--- src/rtl/g711_pkg.sv ---
package g711_pkg;

  localparam int LIN_W   = 16;
  localparam int CODE_W  = 8;
  localparam int PAD_W   = LIN_W - CODE_W;
  localparam int SEG_N   = 8;
  localparam int MANT_W  = 4;
  localparam int MU_BIAS = 33;
  localparam int MU_CLIP = 8158;

  typedef enum logic [1:0] {
    CMP_LINEAR = 2'b00,
    CMP_RSVD   = 2'b01,
    CMP_ULAW   = 2'b10,
    CMP_ALAW   = 2'b11
  } cmp_mode_e;

  localparam logic [CODE_W-1:0] MU_FLIP = 8'hFF;
  localparam logic [CODE_W-1:0] A_FLIP  = 8'h55;

  // mu-law compression of a 16-bit linear sample (uses the top 14 bits)
  function automatic logic [CODE_W-1:0] mu_compress(input logic [LIN_W-1:0] lin);
    logic [13:0] s;
    logic        neg;
    logic [14:0] mag;
    logic [2:0]  seg;
    logic [14:0] sh;
    s   = lin[LIN_W-1:2];
    neg = s[13];
    mag = neg ? (15'd0 - {s[13], s}) : {1'b0, s};
    if (mag > 15'(MU_CLIP)) mag = 15'(MU_CLIP);
    mag = mag + 15'(MU_BIAS);
    seg = 3'd0;
    for (int i = 1; i < SEG_N; i++) begin
      if (mag[5+i]) seg = 3'(i);
    end
    sh = mag >> (4'(seg) + 4'd1);
    return {neg, seg, sh[MANT_W-1:0]} ^ MU_FLIP;
  endfunction

  // mu-law expansion to a 16-bit linear sample
  function automatic logic [LIN_W-1:0] mu_expand(input logic [CODE_W-1:0] code);
    logic [CODE_W-1:0] u;
    logic [LIN_W-1:0]  t;
    u = code ^ MU_FLIP;
    t = ({9'd0, u[3:0], 3'b000} + 16'd132) << u[6:4];
    return u[7] ? (16'd132 - t) : (t - 16'd132);
  endfunction

  // A-law compression of a 16-bit linear sample (uses the top 13 bits)
  function automatic logic [CODE_W-1:0] a_compress(input logic [LIN_W-1:0] lin);
    logic [12:0] p;
    logic        neg;
    logic [11:0] mag;
    logic [2:0]  seg;
    logic [11:0] sh;
    logic [3:0]  mant;
    p   = lin[LIN_W-1:3];
    neg = p[12];
    mag = neg ? ~p[11:0] : p[11:0];
    seg = 3'd0;
    for (int i = 1; i < SEG_N; i++) begin
      if (mag[4+i]) seg = 3'(i);
    end
    if (seg == 3'd0) begin
      mant = mag[4:1];
    end else begin
      sh   = mag >> seg;
      mant = sh[MANT_W-1:0];
    end
    return {~neg, seg, mant} ^ A_FLIP;
  endfunction

  // A-law expansion to a 16-bit linear sample
  function automatic logic [LIN_W-1:0] a_expand(input logic [CODE_W-1:0] code);
    logic [CODE_W-1:0] a;
    logic [LIN_W-1:0]  t;
    a = code ^ A_FLIP;
    t = {8'd0, a[3:0], 4'b0000};
    if (a[6:4] == 3'd0) begin
      t = t + 16'd8;
    end else begin
      t = (t + 16'h0108) << (a[6:4] - 3'd1);
    end
    return a[7] ? t : (16'd0 - t);
  endfunction

  // linear pass-through, optionally cut to the upper byte
  function automatic logic [LIN_W-1:0] lin_pass(input logic [LIN_W-1:0] d,
                                                 input logic byte_only);
    return byte_only ? {d[LIN_W-1:PAD_W], {PAD_W{1'b0}}} : d;
  endfunction

endpackage

--- src/rtl/g711_tx_lane.sv ---
module g711_tx_lane
  import g711_pkg::*;
(
  input  logic             clk,
  input  logic             rst_n,
  input  logic [1:0]       mode,
  input  logic             byte_mode,
  input  logic             valid_i,
  input  logic [LIN_W-1:0] data_i,
  output logic             valid_o,
  output logic [LIN_W-1:0] data_o
);

  logic [LIN_W-1:0] word_nxt;

  always_comb begin
    case (cmp_mode_e'(mode))
      CMP_ULAW: word_nxt = {mu_compress(data_i), {PAD_W{1'b0}}};
      CMP_ALAW: word_nxt = {a_compress(data_i), {PAD_W{1'b0}}};
      default:  word_nxt = lin_pass(data_i, byte_mode);
    endcase
  end

  always_ff @(posedge clk) begin
    if (!rst_n) begin
      valid_o <= 1'b0;
      data_o  <= '0;
    end else begin
      valid_o <= valid_i;
      if (valid_i) data_o <= word_nxt;
    end
  end

endmodule

--- src/rtl/g711_rx_lane.sv ---
module g711_rx_lane
  import g711_pkg::*;
(
  input  logic             clk,
  input  logic             rst_n,
  input  logic [1:0]       mode,
  input  logic             byte_mode,
  input  logic             valid_i,
  input  logic [LIN_W-1:0] data_i,
  output logic             valid_o,
  output logic [LIN_W-1:0] data_o
);

  logic [CODE_W-1:0] code_in;
  logic [LIN_W-1:0]  sample_nxt;

  assign code_in = data_i[LIN_W-1:PAD_W];

  always_comb begin
    case (cmp_mode_e'(mode))
      CMP_ULAW: sample_nxt = mu_expand(code_in);
      CMP_ALAW: sample_nxt = a_expand(code_in);
      default:  sample_nxt = lin_pass(data_i, byte_mode);
    endcase
  end

  always_ff @(posedge clk) begin
    if (!rst_n) begin
      valid_o <= 1'b0;
      data_o  <= '0;
    end else begin
      valid_o <= valid_i;
      if (valid_i) data_o <= sample_nxt;
    end
  end

endmodule

--- src/rtl/g711_compander.sv ---
module g711_compander
  import g711_pkg::*;
(
  input  logic             clk,
  input  logic             rst_n,
  input  logic [1:0]       tx_mode,
  input  logic [1:0]       rx_mode,
  input  logic             loopback,
  input  logic             byte_mode,
  input  logic             tx_valid_i,
  input  logic [LIN_W-1:0] tx_data_i,
  output logic             tx_valid_o,
  output logic [LIN_W-1:0] tx_data_o,
  input  logic             rx_valid_i,
  input  logic [LIN_W-1:0] rx_data_i,
  output logic             rx_valid_o,
  output logic [LIN_W-1:0] rx_data_o
);

  // receive-lane input after the loopback choice, visible to the checker
  logic             rx_sel_valid;
  logic [LIN_W-1:0] rx_sel_data;

  assign rx_sel_valid = loopback ? tx_valid_o : rx_valid_i;
  assign rx_sel_data  = loopback ? tx_data_o  : rx_data_i;

  g711_tx_lane u_tx (
    .clk       (clk),
    .rst_n     (rst_n),
    .mode      (tx_mode),
    .byte_mode (byte_mode),
    .valid_i   (tx_valid_i),
    .data_i    (tx_data_i),
    .valid_o   (tx_valid_o),
    .data_o    (tx_data_o)
  );

  g711_rx_lane u_rx (
    .clk       (clk),
    .rst_n     (rst_n),
    .mode      (rx_mode),
    .byte_mode (byte_mode),
    .valid_i   (rx_sel_valid),
    .data_i    (rx_sel_data),
    .valid_o   (rx_valid_o),
    .data_o    (rx_data_o)
  );

endmodule

--- config.mk ---
export PLATFORM = sky130hd
export DESIGN_NAME = g711_compander
export DESIGN_NICKNAME = d
export VERILOG_FILES = /design/src/rtl/g711_pkg.sv /design/src/rtl/g711_tx_lane.sv /design/src/rtl/g711_rx_lane.sv /design/src/rtl/g711_compander.sv
export SDC_FILE = /design/constraint.sdc
export NUM_CORES = 1
export LEC_CHECK = 0
export CAP_MARGIN = 20
export CORE_MARGIN = 3
export CORE_UTILIZATION = 25
export DETAILED_ROUTE_END_ITERATION = 10
export DONT_BUFFER_PORTS = 1
export GPL_ROUTABILITY_DRIVEN = 0
export HOLD_SLACK_MARGIN = 0.08
export MAX_ROUTING_LAYER = met4
export PLACE_DENSITY_LB_ADDON = 0.1
export SYNTH_ARGS = -nofsm -noshare
export SYNTH_HDL_FRONTEND = slang
export SYNTH_SLANG_ARGS = --single-unit
--- constraint.sdc ---
create_clock -name clk -period 6.7 [get_ports clk]
set_input_delay 1.34 -clock clk [delete_from_list [all_inputs] [get_ports clk]]
set_output_delay 1.34 -clock clk [all_outputs]
set_load 0.05 [all_outputs]
# Word-level counts from Yosys, hierarchy flattened
# Index checks and enable logic that the tools add are counted.
# classes
add_sub_neg	10
multipliers	0
n_div	0
n_lt_le_gt_ge	1
n_eq_ne	4
n_shift	4
mux	32
bitwise_logic	6
reduce_logical	2
# ops
operator	n
two-way mux 16 bit	5
one-hot mux 16 bit (2 select lines)	2
two-way mux 15 bit	3
<< shifter 16 x 3 -> 16 bit	2
two-way mux 3 bit	10
two-way mux 8 bit	2
inverter 8 bit	2
subtractor 1 x 16 -> 16 bit (first input constant)	1
subtractor 16 x 8 -> 16 bit (second input constant)	1
subtractor 8 x 16 -> 16 bit (first input constant)	1
adder 15 x 6 -> 15 bit (second input constant)	1
greater-than comparator 15 x 13 -> 1 bit (second input constant)	1
right shift 15 x 4 -> 4 bit	1
subtractor 1 x 14 -> 15 bit (first input constant)	1
two-way mux 12 bit	1
inverter 12 bit	1
right shift 12 x 3 -> 4 bit	1
adder 8 x 9 -> 10 bit (second input constant)	1
adder 7 x 8 -> 9 bit (second input constant)	1
adder 8 x 4 -> 9 bit (second input constant)	1
== test 2 bit (second input constant)	4
two-way mux 2 bit	4
two-way mux 4 bit	2
inverter 4 bit	2
other kinds (5)	8
# word_totals
reg_bits	34
latch_bits	0
ram_bits	0
romBits	0
inputBits	42
out_inout_bits	34
memories	0

# Logic depth before layout (Yosys ltp)
# Gate-level depths: netlist of the first run.
# depth
ltp_word	18
depth_mapped	21

# Hierarchy
# From an unflattened synthesis of the first run, not the netlist that was laid out.
# hier_totals
cells_unflattened	797
area_unflattened_um2	5778.0
# modules_own_cells
mod	instances	cells_each	area_each_um2	seq_area_each_um2
g711_tx_lane	1	399	2927.8	340.3
g711_rx_lane	1	379	2590.0	340.3
g711_compander	1	19	260.2	0.0

# Least setup slack after synthesis of the first run
# OpenSTA, ideal clock, no wires.
# synth_path
path_type	input-to-reg
startpoint	in tx_data_i[2]
endpoint	reg u_tx.data_o[8]
arrival_ps	5624
path_slack_ps	951
cell_stages	19
n_path_buf	1
cell_sequence	inv_1 -> ha_1 -> or4b_4 -> o41ai_2 -> xnor2_1 -> nor3_4 -> a31oi_1 -> o211ai_1 -> ha_1 -> clkbuf_1 -> nand4_1 -> nand2_1 -> nor4b_1 -> o31ai_1 -> o211ai_2 -> a21o_1 -> mux2_2 -> a221oi_1 -> o22ai_1
# synth_via
elab_chain_len	18
# synth_rtl
element	line	source
start, declared	g711_compander.sv:11	input logic [LIN_W-1:0] tx_data_i,
subtractor 1 x 14 -> 15 bit	g711_pkg.sv:30	mag = neg ? (15'd0 - {s[13], s}) : {1'b0, s};
two-way mux 15 bit *	g711_pkg.sv:30	
greater-than comparator 15 x 13 -> 1 bit	g711_pkg.sv:31	if (mag > 15'(MU_CLIP)) mag = 15'(MU_CLIP);
two-way mux 15 bit *	g711_pkg.sv:31	
two-way mux 15 bit *	g711_tx_lane.sv:17	case (cmp_mode_e'(mode))
adder 15 x 6 -> 15 bit *	g711_pkg.sv:32	mag = mag + 15'(MU_BIAS);
two-way mux 1 bit	g711_pkg.sv:35	if (mag[5+i]) seg = 3'(i);
two-way mux 2 bit (2 in a row)	g711_pkg.sv:35	
two-way mux 3 bit (4 in a row)	g711_pkg.sv:35	
two-way mux 3 bit	g711_tx_lane.sv:17	
adder 3 x 1 -> 4 bit	g711_pkg.sv:37	sh = mag >> (4'(seg) + 4'd1);
right shift 15 x 4 -> 4 bit *	g711_pkg.sv:37	
inverter 8 bit (no source line) *	-	
one-hot mux 16 bit (2 select lines) *	g711_tx_lane.sv:17	
end signal, assigned	g711_tx_lane.sv:30	if (valid_i) data_o <= word_nxt;
end, declared	g711_tx_lane.sv:11	output logic [LIN_W-1:0] data_o
# Every way passes the cells marked *; elsewhere a longest branch is shown, timed or not. The select of a mux whose other input is x is not followed.
# A chain may end at the register's enable or synchronous reset.

# Worst setup path after layout of the first run
# Ends and elaborated chain as after synthesis.

==> metrics.log, run 1 <==
INFO  metric grt_pass1_wl = about 28 mm
INFO  metric drv.max_cap_violation_count = 0
INFO  metric port_buffers = 0
INFO  metric count_of_state_elements_after_synthesis = 34
INFO  metric whs_endpoint = u_rx.data_o[1]
INFO  metric power.internal = 0.537 mW
INFO  metric synth_top_family_by_area = compound AO/OA/AOI/OAI gates
INFO  metric post_cts.resized_instances = 0
INFO  metric finalWirelength = between 15 and 20 mm
INFO  metric min_period_over_period = roughly nine tenths
INFO  metric timing.reg2reg.setup_slack = around 2 ns
INFO  metric crit_chain = inv_1 > ha_1 > or4b_4 > o41ai_2 > xnor2_1 > nor3_4 > a31oi_1 > o211ai_1 > ha_1 > nand4_1 > nand2_1 > nor4b_1 > o31ai_1 > o211ai_2 > a21o_1 > mux2_2 > a221oi_1 > o22ai_1
INFO  metric worst_ir_drop_vdd = 0.0792 mV
INFO  metric synthAdderAreaFrac = under 10%
INFO  metric timing.critical_path.mode_cell = ha_1
INFO  metric critPathArrivalTime = 6.27 ns
INFO  metric yosys_warnings = 0
INFO  metric proportion_of_layout_cells_with_a_drive_suffix_above_1 = slightly below 9%
INFO  metric placed_cells = around 890
INFO  metric final_hold_viol_count = 0
INFO  metric first_global_vias = about 4.8k
INFO  metric seq_area_frac_synth = between 10% and 20%
INFO  metric postSynth.topFlopCell = dfxtp_1
INFO  metric avgRoutedWirePerCell = between 15 and 20 um
INFO  metric antenna_violations_before_repair = 0
INFO  metric cp_max_fo = 9
INFO  metric avg_inst_size_synth = around 7.2 um2
INFO  metric hold_path_class = reg -> reg
INFO  metric power_switching_share = between 40 and 50%
INFO  metric drc = 0
INFO  metric num_vias = 5012
INFO  metric grt_setup_unrepaired = no
INFO  metric slew_violations = 0
INFO  metric drtIter0Drc = ~330
INFO  metric run_status = finished clean
INFO  metric reg2reg_to = u_rx.data_o[15]
INFO  metric final.setup_skew = roughly 0.0033 ns
INFO  metric rows = 50
INFO  metric cts_root_buffer = clkbuf_16
INFO  metric yosysUniqueCellTypes = 80
INFO  metric cts_tree = built
INFO  metric design_power_total = slightly below 1 mW
INFO  metric start_util = 25.7%
INFO  metric groute.usage.overall = between 10% and 20%
INFO  metric place.detailed.hpwl = around 14 mm
INFO  metric sequential_cell_fraction_of_total_power = ~29%
INFO  metric area_delta_synth_final = 6.63%
INFO  metric numCtsBuffers = 5
INFO  metric drtPass1Iterations = 5
INFO  metric die-width = 145 um
INFO  metric startpoint_of_the_lowest_slack_register_to_register_path = u_tx.data_o[12]
INFO  metric clkLatencyLatePin = approximately 0.28 ns
INFO  metric share_clk_of_total_power = between 20 and 25%
INFO  metric period_needed = approximately 6 ns
INFO  metric fp.dieH = ~150 um
INFO  metric num-fill-cells = approximately 2.2k
INFO  metric setup_viol_count_final = 0
INFO  metric i_o_pin_count = between 70 and 80
INFO  metric finalWorstSetupSlack = ~0.58 ns
INFO  metric rr_worst_depth = 15
INFO  metric postPlaceCellArea = 0.00503 mm2
INFO  metric ff_latch_area = 681 um2
INFO  metric htree_num_levels = 2
INFO  metric clock_sink_count = 34
INFO  metric syn-num-nets = about 730
INFO  metric post_synth_inst_count = roughly 680
INFO  metric multi_input_area = between 0.003 and 0.004 mm2
INFO  metric worst_path_slowest_cell = or4b_4
INFO  metric synth.area.mux_share = between 10% and 20%
INFO  metric grt_start_max_net_pins = 41
INFO  metric cp-start-kind = input port
INFO  metric holdPathStages = 2
INFO  metric xor_and_xnor_fraction_of_the_mapped_netlist_area = roughly 8.5%
INFO  metric yosys.area_share.simple = ~23%
INFO  metric detail-route-antenna-nets = 0
INFO  metric layoutNonFillerInstCount = 902
INFO  metric clk_pin_slew_worst_paths = about 0.06 ns
INFO  metric setup.worst_path.class = in -> reg
INFO  metric combPwrFrac = a little under half
INFO  metric avgViaCountPerCell = 5.56
INFO  metric gr-total-overflow = 0
INFO  metric area_of_the_mapped_netlist = 0.00485 mm2
INFO  metric timing_worst_slew_pin_value = roughly 1.1 ns
INFO  metric core_area = between 0.015 and 0.02 mm2
INFO  metric critical_path.endpoint_type = register
INFO  metric relSlewSlack = between 20% and 30%
INFO  metric setup-tns-final = 0 ns
INFO  metric p_per_area = roughly 190 mW/mm2
INFO  metric holdBufCountCts = 0
INFO  metric holdCritStartpoint = u_rx.data_o[1]
INFO  metric ys_async_sr_fraction = 0%
INFO  metric die-area = about 0.021 mm2
INFO  metric antennaDiodeCount = 0
INFO  metric dp_slack = 0.286 ns
INFO  metric fmaxAchievable = 0.164 GHz
INFO  metric clock_tree.buffer_depth = 2
INFO  metric post_cts_setup_repair_buffer_count = 0
INFO  metric critical-path-max-stage-delay = between 0.5 and 0.6 ns
INFO  metric count_of_flip_flops_with_a_built_in_enable_after_synthesis = 0
INFO  metric area_fraction_in_compound_gates_after_synthesis = between 30% and 40%
INFO  metric final_nets = approximately 700
INFO  metric worstPathRequired = 6.86 ns
INFO  metric reported_net_switching_power = around 0.43 mW
INFO  metric power.leakage = 1.81 nW
INFO  metric layout.cell_area.non_filler = between 0.005 and 0.006 mm2
-- Yosys cell counts, types with 3 or more instances --
cell,number,area [um2]
mux2_2,21,236
nor3_1,13,65.1
dfxtp_1,34,681
inv_1,24,90.1
a311o_1,3,30.0
a311oi_1,7,61.3
o211ai_1,20,150
and2_1,4,25.0
nand2_1,64,240
clkbuf_1,32,120
o21ai_0,57,285
nor2b_1,6,37.5
nor2_1,47,176
and3_1,3,18.8
nor4_1,3,18.8
nand3_1,38,190
mux2i_1,29,290
xnor2_1,30,263
nand2b_1,20,125
or3_1,5,31.3
a31oi_1,13,81.3
a21o_1,5,37.5
buf_1,5,18.8
o2111ai_1,8,70.1
xor2_1,15,131
a21oi_1,51,255
ha_1,15,188
a221oi_1,4,35.0
clkinv_1,3,11.3
buf_2,8,40.0
a211oi_1,15,113
o31ai_1,9,67.6
o22ai_1,4,25.0
-- logic make-up (layout without fill, tap and decap cells) --
logic type	Yosys count	after routing
DFF	34	34
adders and majority gates	15	15
AOI/OAI and AO/OA	229	229
and+or+nand+nor	225	225
xor gates and xnor gates	46	46
muxes	52	52
buffers and inverters	74	41
-- per-layer routing --
| layer | GRT usage, % | vias to the layer above | wire [um] | share of wire (%) |
|---|---|---|---|---|
| li1 | - | 2446 | - | - |
| met1 | 23.6 | 2432 | 8910 | 50 |
| met2 | 25.7 | 120 | 8070 | 45 |
| met3 | 2.18 | 14 | 825 | 4.6 |
| met4 | 2.56 | 0 | 146 | 0.81 |
| met5 | - | - | 0 | 0 |
-- stage by stage --
stage | util, % | hold slack [ns]
CTS | 27.4 | 0.723
detailed placement | 26.6 | 0.715
global route | 27.4 | 0.753
finish | 27.4 | 0.715
global placement | 26.6 | 0.710
floorplan | - | 0.674
-- how the worst max path moves through the flow --
stage	end	start	depth (start not counted)	slack, ns
3_5_place_dp	u_tx.data_o[8]	tx_data_i[2]	18	0.29
2_1_floorplan	u_tx.data_o[8]	tx_data_i[2]	19	0.95
5_1_grt	u_tx.data_o[9]	tx_data_i[2]	18	0.1
3_3_place_gp	u_tx.data_o[9]	tx_data_i[2]	18	0.52
6_report	u_tx.data_o[8]	tx_data_i[2]	18	0.58
4_1_cts	u_tx.data_o[8]	tx_data_i[2]	18	0.58
-- sequential cells by signal, summed over array words and instances, names as in the netlist --
name and count:
u_tx.valid_o 1, u_rx.valid_o 1, u_tx.data_o 16, u_rx.data_o 16
-- cells in the final DEF (no fill, tap or decap), drive strengths merged, types with 6 or more instances in the layout --
cell / count
nand2: 64
o21ai: 60
a21oi: 52
nor2: 47
nand3: 38
dfxtp: 34
xnor2: 30
mux2i: 29
inv: 24
mux2: 21
o211ai: 21
nand2b: 20
xor2: 16
a211oi: 16
ha: 15
nor3: 14
a31oi: 13
o31ai: 9
o2111ai: 8
a311oi: 8
clkbuf: 7
nor2b: 6
buf: 6
and2: 6
-- power groups by stage --
stage	Clock [mW]	Combinational [mW]	Sequential, mW
floorplan	0	0.360	0.277
global placement	0	0.446	0.286
detailed placement	0	0.442	0.286
CTS	0.242	0.445	0.281
global route	0.252	0.497	0.282
finish	0.236	0.449	0.281
-- worst max-delay path, delay by kind of cell --
kind | cells | cell delay, ns
muxes | 1 | 0.30
and+or+nand+nor | 5 | 1.24
buffers and inverters | 1 | 0.08
AOI/OAI and AO/OA | 8 | 2.38
xor gates and xnor gates | 1 | 0.31
adders and majority gates | 2 | 0.62
-- layout make-up --
type	instances	share of cell area, %
clock buffers	7	2.76
clock inverters	1	0.0967
inverters	27	1.96
multi-input cells	567	74.9
flip-flops and latches	34	13.2
well taps	260	6.29
repair buffers	6	0.870
Power figures use the tool's default switching activity.
==> run 2, diff against run 1 <==
--- a/config.mk
+++ b/config.mk
@@ -6,7 +6,7 @@
 export NUM_CORES = 1
 export LEC_CHECK = 0
 export CAP_MARGIN = 20
-export CORE_MARGIN = 3
+export CORE_MARGIN = 8
 export CORE_UTILIZATION = 25
 export DETAILED_ROUTE_END_ITERATION = 10
 export DONT_BUFFER_PORTS = 1
==> run 2 against run 1 <==
Flip-flop and latch count stayed put. Critical path depth stayed put. Combinational power hardly changed. Clock-buffer cell count is 1 lower. Hold slack worse by 0.0096 ns. Sequential power hardly changed. Utilization is 0.45 points lower. Clock skew is 0.0054 ns higher. Via count is 0.34% higher. Routed wire length is 2.3% higher. Cell count is 0.67% higher. Maximum frequency is 1.5% higher. Critical endpoint is now u_tx.data_o[9]. Highest routed layer unchanged.
==> metrics.log, run 2 (synthesis results as in run 1) <==
INFO  metric die-width = ~160 um
INFO  metric avgRoutedWirePerCell = roughly 20 um
INFO  metric final_nets = 699
INFO  metric drtPass1Iterations = 4
INFO  metric design_power_total = between 0.9 and 1 mW
INFO  metric final.setup_skew = about 0.0086 ns
INFO  metric largest_registers = u_rx.data_o: 16 flops, u_tx.data_o: 16 flops
INFO  metric gr-total-overflow = 0
INFO  metric cp-start-kind = input port
INFO  metric clock_sink_count = 34
INFO  metric slew_violations = 0
INFO  metric timing_worst_slew_pin_value = 1.08 ns
INFO  metric reported_net_switching_power = 0.428 mW
INFO  metric drtIter0Drc = about 350
INFO  metric util_after_layout = 26.9%
INFO  metric fp.dieH = around 160 um
INFO  metric p_per_area = between 150 and 200 mW/mm2
INFO  metric run_status = finished clean
INFO  metric met2_usage = 22.6%
INFO  metric cts_tree = built
INFO  metric htree_num_levels = 2
INFO  metric i_o_pin_count = 76
INFO  metric groute.usage.overall = between 10% and 20%
INFO  metric setup_viol_count_final = 0
INFO  metric rows = 51
INFO  metric combPwrFrac = between 40% and 50%
INFO  metric grt_util_met3 = 2.86%
INFO  metric gr-usage-met1 = 20.8%
INFO  metric worst_ir_drop_vdd = ~0.10 mV
INFO  metric port_buffers = 0
INFO  metric die-area = between 0.02 and 0.025 mm2
INFO  metric detail-route-antenna-nets = 0
INFO  metric avgViaCountPerCell = approximately 5.5
INFO  metric proportion_of_layout_cells_with_a_drive_suffix_above_1 = 9.18%
INFO  metric share_clk_of_total_power = between 20% and 30%
INFO  metric cts_root_buffer = clkbuf_16
INFO  metric min_period_over_period = 90.0%
INFO  metric crit_chain = inv_1 > ha_1 > or4b_4 > o41ai_2 > xnor2_1 > nor3_4 > a31oi_1 > o211ai_1 > ha_1 > nand4_1 > nand2_1 > nor4b_1 > o31ai_1 > o211ai_2 > a21oi_4 > mux2_2 > o211ai_1 > a31oi_1
INFO  metric num_vias = approximately 5.0k
INFO  metric dp_slack = between 0.3 and 0.4 ns
INFO  metric drv.max_cap_violation_count = 0
INFO  metric area_delta_synth_final = 6.99%
INFO  metric critical_path.endpoint_type = register
INFO  metric antenna_violations_before_repair = 0
INFO  metric sequential_cell_fraction_of_total_power = between 20% and 30%
INFO  metric grt_pass1_wl = roughly 28 mm
INFO  metric first_global_vias = 4792
INFO  metric fmaxAchievable = approximately 0.17 GHz
INFO  metric holdBufCountCts = 0
INFO  metric antennaDiodeCount = 0
INFO  metric grt.busiest_layer = met2
INFO  metric period_needed = roughly 6 ns
INFO  metric clock_tree.buffer_depth = 2
INFO  metric cp_max_fo = 9
INFO  metric numCtsBuffers = 5
INFO  metric hold_path_class = reg -> reg
INFO  metric clk_pin_slew_worst_paths = 0.06 ns
INFO  metric worstPathRequired = 6.86 ns
INFO  metric layout.cells.most_common = nand2_1
INFO  metric critPathArrivalTime = 6.18 ns
INFO  metric setup-tns-final = 0 ns
INFO  metric worst_path_slowest_cell = or4b_4
INFO  metric finalWorstSetupSlack = approximately 0.67 ns
INFO  metric setup.worst_path.class = in -> reg
INFO  metric critical-path-max-stage-delay = 0.55 ns
INFO  metric mostFrequentLayoutCells = nand2_1, o21ai_0, a21oi_1, nor2_1, nand3_1
INFO  metric start_util = 25.2%
INFO  metric place.detailed.hpwl = between 10 and 15 mm
INFO  metric power.leakage = ~1.8 nW
INFO  metric power_switching_share = between 40% and 50%
INFO  metric relSlewSlack = approximately 28%
INFO  metric finalWirelength = 18.4 mm
INFO  metric final_hold_viol_count = 0
INFO  metric core_area = around 0.019 mm2
INFO  metric post_cts.resized_instances = 0
INFO  metric grt_start_max_net_pins = approximately 40
INFO  metric grt_setup_unrepaired = no
INFO  metric drc = 0
INFO  metric clkLatencyLatePin = 0.27 ns
INFO  metric power.internal = between 0.5 and 0.6 mW
INFO  metric post_cts_setup_repair_buffer_count = 0
## run 2: per-layer routing
metal | vias to the layer above | share of wire [%]
met5 | - | 0
met4 | 0 | 0.83
met3 | 10 | 6.1
met2 | 145 | 43
met1 | 2441 | 50
li1 | 2433 | -
## run 2: power by group through the flow
stage / Clock, mW / Combinational, mW / Sequential [mW]
finish: 0.233 / 0.452 / 0.280
floorplan: 0 / 0.360 / 0.277
global placement: 0 / 0.448 / 0.286
CTS: 0.239 / 0.447 / 0.282
detailed placement: 0 / 0.443 / 0.286
global route: 0.249 / 0.495 / 0.283
## run 2: cell type report
type                    instances  area, um2
well taps                     265        332
multi-input cells             567       3870
clock buffers                   6        139
flip-flops and latches         34        681
fillers                      2182      14100
repair buffers                  7       52.6
inverters                      27        101
clock inverters                 2       12.5
## run 2: metrics by stage
step / hold slack [ns] / cell area, um2 / std cells
2_1_floorplan: 0.674 / 4850 / 675
3_3_place_gp: 0.710 / 5040 / 900
3_5_place_dp: 0.710 / 5040 / 900
4_1_cts: 0.718 / 5190 / 908
5_1_grt: 0.739 / 5190 / 908
6_report: 0.705 / 5190 / 908
## run 2: final timing paths
path	from	endpoint	slack (ns)	cells past startpoint
worst max-delay path	tx_data_i[2]	u_tx.data_o[9]	0.67	18
worst min-delay path	u_rx.data_o[0]	u_rx.data_o[0]	0.71	2
worst max register to register	u_tx.data_o[13]	u_rx.data_o[15]	2.13	13
worst min register to register	u_rx.data_o[0]	u_rx.data_o[0]	0.71	2
## run 2: critical path: cells and delay by family
kind,cells,cell delay [ns]
buffers and inverters,1,0.07
and+or+nand+nor,5,1.21
adders and majority gates,2,0.63
AOI/OAI and AO/OA,8,2.21
xor gates and xnor gates,1,0.30
muxes,1,0.40
